## src/rtl/sd_cmd_pkg.sv

```systemverilog
package sd_cmd_pkg;

  typedef enum logic [2:0] {
    ST_IDLE,
    ST_CMD,
    ST_POLL,
    ST_EXT,
    ST_TAIL
  } state_t;

  // strobes from control to datapath
  typedef struct packed {
    logic load;        // latch a new request
    logic sendFrame;   // drive frame byte instead of idle fill
    logic cntClr;
    logic cntInc;
    logic capR1;
    logic capExt;
    logic markTimeout;
  } dp_ctl_t;

  // conditions from datapath to control
  typedef struct packed {
    logic cmdLast;
    logic extLast;
    logic pollLast;
    logic wantExt;
  } dp_sts_t;

  localparam logic [7:0] IDLE_FILL = 8'hFF;

endpackage

```

## src/rtl/sd_cmd_dp.sv

```systemverilog
module sd_cmd_dp
  import sd_cmd_pkg::*;
#(
  parameter int          POLL_LIMIT  = 5000,
  parameter int          CMD_W       = 6,
  parameter int          ARG_W       = 32,
  parameter int          EXT_W       = 32,
  parameter logic [7:0]  GENERIC_CRC = 8'h95,
  parameter logic [7:0]  CHK_CRC     = 8'h87,
  parameter int          CHK_INDEX   = 8,
  parameter int          OCR_INDEX   = 58,
  parameter logic [31:0] CHK_ARG     = 32'h0000_01AA
) (
  input  logic             clk,
  input  logic             rstN,
  input  dp_ctl_t          ctl,
  output dp_sts_t          sts,
  input  logic [CMD_W-1:0] reqIndex,
  input  logic [ARG_W-1:0] reqArg,
  input  logic [7:0]       rxByte,
  output logic [7:0]       txByte,
  output logic [7:0]       r1Out,
  output logic [EXT_W-1:0] extOut,
  output logic             timedOut
);

  localparam int ARG_BYTES = ARG_W / 8;
  localparam int EXT_BYTES = EXT_W / 8;
  localparam int CNT_RAW   = $clog2(POLL_LIMIT + 1);
  localparam int CNT_W     = (CNT_RAW > 3) ? CNT_RAW : 3;
  localparam logic [CNT_W-1:0] CMD_LAST  = CNT_W'(ARG_BYTES + 1);
  localparam logic [CNT_W-1:0] EXT_LAST  = CNT_W'(EXT_BYTES - 1);
  localparam logic [CNT_W-1:0] POLL_LAST = CNT_W'(POLL_LIMIT - 1);

  logic [CMD_W-1:0] idxQ;
  logic [ARG_W-1:0] argQ;
  logic [7:0]       crcQ;
  logic [CNT_W-1:0] cnt;
  logic [7:0]       r1Q;
  logic [EXT_W-1:0] extQ;
  logic             toQ;
  logic             isChk;
  logic [7:0]       frameByte;

  assign isChk = (reqIndex == CMD_W'(CHK_INDEX));

  always_ff @(posedge clk) begin
    if (!rstN) begin
      idxQ <= '0;
      argQ <= '0;
      crcQ <= GENERIC_CRC;
    end else if (ctl.load) begin
      idxQ <= reqIndex;
      argQ <= isChk ? ARG_W'(CHK_ARG) : reqArg;
      crcQ <= isChk ? CHK_CRC : GENERIC_CRC;
    end
  end

  always_ff @(posedge clk) begin
    if (!rstN || ctl.cntClr) cnt <= '0;
    else if (ctl.cntInc)     cnt <= cnt + 1'b1;
  end

  // byte select within the command frame
  always_comb begin
    frameByte = IDLE_FILL;
    if (cnt == '0) begin
      frameByte = {2'b01, idxQ};
    end else if (cnt == CMD_LAST) begin
      frameByte = crcQ;
    end else begin
      for (int b = 0; b < ARG_BYTES; b++) begin
        if (cnt == CNT_W'(b + 1)) frameByte = argQ[ARG_W-1-8*b -: 8];
      end
    end
  end

  assign txByte = ctl.sendFrame ? frameByte : IDLE_FILL;

  always_ff @(posedge clk) begin
    if (!rstN) begin
      r1Q  <= 8'hFF;
      extQ <= '0;
      toQ  <= 1'b0;
    end else begin
      if (ctl.load) begin
        extQ <= '0;
        toQ  <= 1'b0;
      end
      if (ctl.capR1)  r1Q  <= rxByte;
      if (ctl.capExt) extQ <= {extQ[EXT_W-9:0], rxByte};
      if (ctl.markTimeout) begin
        r1Q <= 8'hFF;
        toQ <= 1'b1;
      end
    end
  end

  assign sts.cmdLast  = (cnt == CMD_LAST);
  assign sts.extLast  = (cnt == EXT_LAST);
  assign sts.pollLast = (cnt == POLL_LAST);
  assign sts.wantExt  = (idxQ == CMD_W'(CHK_INDEX)) || (idxQ == CMD_W'(OCR_INDEX));

  assign r1Out    = r1Q;
  assign extOut   = extQ;
  assign timedOut = toQ;

  // a captured status byte never carries bit 7
  p_r1_bit7_r4: assert property (@(posedge clk) disable iff (!rstN)
    ctl.capR1 && !ctl.markTimeout |=> !r1Q[7]);

  // extra bytes are only shifted in for the two query commands
  p_ext_only_query_r6: assert property (@(posedge clk) disable iff (!rstN)
    ctl.capExt |-> sts.wantExt);

endmodule

```

## src/rtl/sd_cmd_ctrl.sv

```systemverilog
module sd_cmd_ctrl
  import sd_cmd_pkg::*;
(
  input  logic    clk,
  input  logic    rstN,
  input  logic    reqValid,
  input  logic    reqKeepSel,
  output logic    reqReady,
  output logic    done,
  output logic    csN,
  output logic    xferValid,
  input  logic    xferReady,
  input  logic    rxBit7,
  input  dp_sts_t sts,
  output dp_ctl_t ctl
);

  state_t state, stateNx;
  logic   csNQ, csNNx;
  logic   keepQ;
  logic   doneQ, doneNx;
  logic   fire;

  assign fire      = xferValid && xferReady;
  assign reqReady  = (state == ST_IDLE);
  assign xferValid = (state != ST_IDLE);

  always_comb begin
    stateNx = state;
    csNNx   = csNQ;
    doneNx  = 1'b0;
    ctl     = '0;
    unique case (state)
      ST_IDLE: begin
        if (reqValid) begin
          ctl.load   = 1'b1;
          ctl.cntClr = 1'b1;
          csNNx      = 1'b0;
          stateNx    = ST_CMD;
        end
      end
      ST_CMD: begin
        ctl.sendFrame = 1'b1;
        if (fire) begin
          if (sts.cmdLast) begin
            ctl.cntClr = 1'b1;
            stateNx    = ST_POLL;
          end else begin
            ctl.cntInc = 1'b1;
          end
        end
      end
      ST_POLL: begin
        if (fire) begin
          if (!rxBit7) begin
            ctl.capR1  = 1'b1;
            ctl.cntClr = 1'b1;
            if (sts.wantExt) begin
              stateNx = ST_EXT;
            end else if (keepQ) begin
              stateNx = ST_IDLE;
              doneNx  = 1'b1;
            end else begin
              stateNx = ST_TAIL;
              csNNx   = 1'b1;
            end
          end else if (sts.pollLast) begin
            ctl.markTimeout = 1'b1;
            stateNx         = ST_TAIL;
            csNNx           = 1'b1;
          end else begin
            ctl.cntInc = 1'b1;
          end
        end
      end
      ST_EXT: begin
        if (fire) begin
          ctl.capExt = 1'b1;
          if (sts.extLast) begin
            if (keepQ) begin
              stateNx = ST_IDLE;
              doneNx  = 1'b1;
            end else begin
              stateNx = ST_TAIL;
              csNNx   = 1'b1;
            end
          end else begin
            ctl.cntInc = 1'b1;
          end
        end
      end
      ST_TAIL: begin
        if (fire) begin
          stateNx = ST_IDLE;
          doneNx  = 1'b1;
        end
      end
      default: stateNx = ST_IDLE;
    endcase
  end

  always_ff @(posedge clk) begin
    if (!rstN) begin
      state <= ST_IDLE;
      csNQ  <= 1'b1;
      keepQ <= 1'b0;
      doneQ <= 1'b0;
    end else begin
      state <= stateNx;
      csNQ  <= csNNx;
      doneQ <= doneNx;
      if (ctl.load) keepQ <= reqKeepSel;
    end
  end

  assign csN  = csNQ;
  assign done = doneQ;

  // card is selected while the frame goes out
  p_cs_low_frame_r1: assert property (@(posedge clk) disable iff (!rstN)
    (state == ST_CMD || state == ST_POLL) |-> !csNQ);

  // the trailing byte always goes out with the card released
  p_tail_released_r7: assert property (@(posedge clk) disable iff (!rstN)
    (state == ST_TAIL) |-> csNQ);

  // completion is a single-cycle pulse
  p_done_pulse_r9: assert property (@(posedge clk) disable iff (!rstN)
    doneQ |=> !doneQ);

endmodule

```

## src/rtl/sd_cmd_engine.sv

```systemverilog
module sd_cmd_engine
  import sd_cmd_pkg::*;
#(
  parameter int POLL_LIMIT = 5000
) (
  input  logic        clk,
  input  logic        rstN,
  input  logic        reqValid,
  output logic        reqReady,
  input  logic [5:0]  reqIndex,
  input  logic [31:0] reqArg,
  input  logic        reqKeepSel,
  output logic        done,
  output logic [7:0]  r1Out,
  output logic [31:0] extOut,
  output logic        timedOut,
  output logic        csN,
  output logic        xferValid,
  input  logic        xferReady,
  output logic [7:0]  xferTxByte,
  input  logic [7:0]  xferRxByte
);

  dp_ctl_t ctl;
  dp_sts_t sts;

  sd_cmd_ctrl u_ctrl (
    .clk        (clk),
    .rstN       (rstN),
    .reqValid   (reqValid),
    .reqKeepSel (reqKeepSel),
    .reqReady   (reqReady),
    .done       (done),
    .csN        (csN),
    .xferValid  (xferValid),
    .xferReady  (xferReady),
    .rxBit7     (xferRxByte[7]),
    .sts        (sts),
    .ctl        (ctl)
  );

  sd_cmd_dp #(
    .POLL_LIMIT (POLL_LIMIT)
  ) u_dp (
    .clk      (clk),
    .rstN     (rstN),
    .ctl      (ctl),
    .sts      (sts),
    .reqIndex (reqIndex),
    .reqArg   (reqArg),
    .rxByte   (xferRxByte),
    .txByte   (xferTxByte),
    .r1Out    (r1Out),
    .extOut   (extOut),
    .timedOut (timedOut)
  );

  // an offered byte holds until it is taken
  p_hold_offer_r10: assert property (@(posedge clk) disable iff (!rstN)
    xferValid && !xferReady |=> xferValid && $stable(xferTxByte));

  // a timeout always ends with the card released
  p_timeout_release_r5: assert property (@(posedge clk) disable iff (!rstN)
    done && timedOut |-> csN && r1Out == 8'hFF);

  // a completed non-timeout command reports a status byte with bit 7 clear
  p_status_valid_r4: assert property (@(posedge clk) disable iff (!rstN)
    done && !timedOut |-> !r1Out[7]);

endmodule

```

## config.mk

```make
export PLATFORM = sky130hd
export DESIGN_NAME = sd_cmd_engine
export DESIGN_NICKNAME = d
export VERILOG_FILES = /design/src/rtl/sd_cmd_pkg.sv /design/src/rtl/sd_cmd_dp.sv /design/src/rtl/sd_cmd_ctrl.sv /design/src/rtl/sd_cmd_engine.sv
export SDC_FILE = /design/constraint.sdc
export NUM_CORES = 1
export LEC_CHECK = 0
export BUFFER_PORTS_ARGS = -buffer_cell sky130_fd_sc_hd__clkbuf_2
export CAP_MARGIN = 20
export CORE_ASPECT_RATIO = 1.1
export CORE_MARGIN = 5
export CORE_UTILIZATION = 59
export DETAILED_ROUTE_END_ITERATION = 8
export PLACE_DENSITY = 0.82
export SYNTH_ARGS = -nofsm -noshare
export SYNTH_HDL_FRONTEND = slang
export SYNTH_HIERARCHICAL = 1
export SYNTH_SLANG_ARGS = --single-unit
```

## constraint.sdc

```tcl
create_clock -name clk -period 4.3 [get_ports clk]
set_input_delay 0 -clock clk [delete_from_list [all_inputs] [get_ports clk]]
set_output_delay 0 -clock clk [all_outputs]
set_load 0.01 [all_outputs]
```

==> key figures <==
Layout
  – Area growth syn-to-layout: 23.65%
  – Filler instances: 631
  – Fraction of layout cells with a size suffix above 1: 20.16%
  – Antenna cells: 0
  – Final net count: 779

STA
  – WHS: 0.03802 ns
  – Final hold vios: 0
  – Final WS setup: 0.6633 ns
  – Max Slew Vio Count: 0
  – Peak Freq: 275.0 MHz
  – Time the worst path needs with I/O delays and setup: 3.637 ns
  – Total negative slack: 0 ns
  – Tcrit/Tclk final: 84.57%
  – Skew final: 0.01638 ns
  – Relative slew slack: 39.66%
  – # setup viols final: 0
  – RSZ-0062 raised after global routing: false
  – Tightest Pin Transition: 0.9038 ns

Floorplan
  – Rows: 35
  – Core footprint: 8408 µm²
  – Initial Util: 60.91%
  – Die ar.: 10650 µm²
  – DIE HEIGHT: 107.7 µm
  – Top Ports: 104
  – Die width: 98.83 µm

Detailed routing
  – DR vias: 4767
  – Met3 WL post-DR: 814 µm
  – DR top layer: met4
  – Final ANT Viol Nets: 0
  – Residual DRC count: 0
  – Initial drt markers: 242
  – Final WL: 14.11 mm
  – Vias/cell: 5.675
  – Routed length on met1: 6.071 mm
  – DR pass1 iterations: 7
  – Met2 WL post-DR: 6.925 mm
  – Mean routed wirelength per cell: 16.80 µm

Critical path
  – Worst R2R End: u_dp/cnt[11]
  – Crit path from: u_dp/cnt[1]
  – R2r setup slk: 0.66 ns
  – Critical R2R Launch: u_dp/cnt[1]
  – Crit end category: flip-flop
  – CP Launch Type: flip-flop
  – CP Class: flip-flop to flip-flop
  – WP data required: 4.55 ns
  – Worst Reg-to-Reg Cells: 11
  – CP max FO: 13
  – Arrival @ worst endpoint: 3.88 ns

Clocking
  – CTS root buf: clkbuf_8
  – CTS Buf Count: 9
  – CTS tree: built
  – H-tree Lvls: 3
  – Clock Path Buffers: 2
  – Skew-Pair Late Insertion Delay: 0.37 ns
  – Clk sinks: 100
  – CTS clock-pin slew for the worst setup and hold paths: 0.11 ns

Synth
  – Mux share of post-synthesis cell area: 4.007%
  – Post-Synth Adder-Cell Area: 0.9773%
  – FF+latch count, synth: 100
  – Distinct cells, synth: 63
  – Cells after Synth: 600
  – Syn Nets: 655
  – Syn avg cell area: 8.535 µm²
  – Mapped cell area: 5121 µm²
  – Register area share after synthesis: 39.09%
  – Main combinational cell family by area after synthesis: simple AND/OR/NAND/NOR gates
  – Post-synth EDFFs: 0
  – Synth Area in Compound Gates: 16.56%
  – Synth Area in XOR/XNOR: 1.710%
  – Ys flop type: dfxtp_1
  – Ys Warns: 6
  – Async S/R FF share, synth: 0%
  – Area share of and/or/nand/nor cells after synthesis: 31.96%

Place
  – Place WS: 0.7388 ns
  – Post-DP HPWL: 9.404 mm
  – GP Congestion: 0.9136
  – Port Buf Inserts: 103

Power and ir drop
  – P per Cell Area: 374.9 nW/µm²
  – Lkg Pwr: 2.464 nW
  – Seq pwr share: 46.7%
  – Comb pwr share: 27.7%
  – Peak supply drop: 0.2638 mV
  – Switching power: 0.8372 mW
  – Pint: 1.537 mW
  – Power share of the clock group: 25.5%
  – Switching part of the total: 35.27%

Global routing
  – GRT Total Usage: 25.85%
  – Initial antenna violation count: 0
  – Gr ovfl total: 0
  – First-pass GRT wire length: 22.38 mm
  – Largest net degree at the start of global routing: 57
  – Vias in the first global route: 4509

Min path
  – WHS Path Cells: 4
  – Hold Crit Start: reqValid
  – Hold Crit Endpoint: u_ctrl/keepQ
  – Hold Crit Class: primary input to flip-flop

Job
  – Max-Cap Viols: 0

Outcome
  – Outcome: completed
==> per-layer routing <==
metal | global-route usage (%) | vias up
li1 | - | 2340
met1 | 33.43 | 2243
met2 | 43.04 | 154
met3 | 5.314 | 30
met4 | 8.293 | 0
met5 | 0 | -
==> power groups by stage <==
stage / sequential (mW) / combinational, mW / clock, mW
2_1_floorplan: 1.08 / 0.472 / 0
3_3_place_gp: 1.12 / 0.595 / 0
3_5_place_dp: 1.13 / 0.610 / 0
4_1_cts: 1.11 / 0.649 / 0.618
5_1_grt: 1.12 / 0.718 / 0.657
6_report: 1.11 / 0.658 / 0.606
==> how the worst max path moves through the flow <==
stage | endpoint | slack [ns] | cells after the start
after floorplan | u_dp/cnt[11] | 1.44 | 12
after global placement | u_dp/cnt[11] | 0.87 | 11
after detailed placement | u_dp/cnt[11] | 0.74 | 11
after CTS | u_dp/cnt[12] | 0.72 | 11
after global routing | u_dp/cnt[11] | 0.44 | 11
final | u_dp/cnt[11] | 0.66 | 11
==> worst max-delay path, stage by stage, from the launching register on <==
cell and delay, ns:
dfxtp_1 0.43, inv_1 0.10, ha_1 0.32, and2_1 0.25, and4_1 0.28, mux2_4 0.31
a2bb2oi_4 0.15, nor4b_2 0.58, nand4_1 0.43, nor4_1 0.45, xnor2_1 0.16, nor2_1 0.05
==> registers in the layout, indices dropped and copies added, names as in the netlist, 2 cells and up <==
name	flops
u_dp/crcQ	2
u_dp/extOut	32
u_dp/cnt	13
u_dp/argQ	32
u_ctrl/state	3
u_dp/r1Out	8
u_dp/idxQ	6
==> layout by cell type (no fill, tap or decap), types with 3 or more instances in the layout <==
cell | Yosys | routed
dlygate4sd3_1 | 0 | 48
dfxtp_1 | 100 | 100
xnor2_1 | 7 | 7
nor2_1 | 27 | 26
ha_1 | 4 | 4
o21ai_0 | 16 | 16
nand3b_1 | 6 | 6
a311oi_1 | 4 | 4
nor3b_1 | 40 | 40
nor3_1 | 5 | 5
nand2b_1 | 31 | 31
nor2b_1 | 50 | 50
clkbuf_8 | 0 | 9
a21oi_1 | 49 | 49
inv_8 | 0 | 3
clkbuf_2 | 0 | 103
and2_1 | 3 | 3
o2111ai_1 | 3 | 3
nand2_1 | 32 | 32
mux2i_1 | 19 | 19
nor4_1 | 8 | 8
a31oi_1 | 8 | 8
a21boi_0 | 28 | 28
inv_1 | 25 | 24
buf_4 | 2 | 7
or3_1 | 3 | 3
nand3_1 | 32 | 32
xor2_1 | 3 | 3
nand4_1 | 8 | 8
==> Yosys cell counts, types with 3 or more instances <==
cell type	n	area [µm²]
dfxtp_1	100	2002
nor2b_1	50	312.8
a21oi_1	49	245.2
nor3b_1	40	300.3
clkbuf_1	36	135.1
nand2_1	32	120.1
nand3_1	32	160.2
nand2b_1	31	193.9
a21boi_0	28	210.2
nor2_1	27	101.4
inv_1	25	93.84
mux2i_1	19	190.2
o21ai_0	16	80.08
a31oi_1	8	50.05
nand4_1	8	50.05
nor4_1	8	50.05
xnor2_1	7	61.31
nand3b_1	6	45.04
nor3_1	5	25.02
a311oi_1	4	35.03
buf_1	4	15.01
ha_1	4	50.05
and2_1	3	18.77
o2111ai_1	3	26.28
or3_1	3	18.77
xor2_1	3	26.28
==> cells by family after synthesis <==
kind of cell,count (synthesis)
buf+inv,71
compound gates,129
xor+xnor,10
mux,20
fa+ha+maj,4
flops,100
simple gates,266
==> metrics by stage <==
| stage | std cells | util (%) | instance area (µm²) | total power, mW |
|---|---|---|---|---|
| 6_report | 840 | 75.31 | 6332 | 2.374 |
| 5_1_grt | 840 | 75.31 | 6332 | 2.494 |
| 4_1_cts | 839 | 75.13 | 6317 | 2.373 |
| 3_5_place_dp | 775 | 67.05 | 5638 | 1.738 |
| 3_3_place_gp | 775 | 67.05 | 5638 | 1.718 |
| 2_1_floorplan | 600 | - | 5121 | 1.554 |
==> what timing repair did <==
item                       CTS  global route
gates resized for setup      0             0
setup endpoints to repair    0             0
hold endpoints to repair    57             0
hold buffers                48             0
buffers inserted             0             0
==> cell type report <==
| cell class | count | area [µm²] | share of cell area (%) |
|---|---|---|---|
| clock buffer | 9 | 123.9 | 1.956 |
| tap | 111 | 138.9 | 2.193 |
| sequential | 100 | 2002 | 31.61 |
| multi-input combinational | 429 | 2835 | 44.77 |
| clock inverter | 7 | 75.07 | 1.186 |
| timing repair buffer | 159 | 1064 | 16.80 |
| inverter | 25 | 93.84 | 1.482 |
Power figures use the tool's default switching activity.
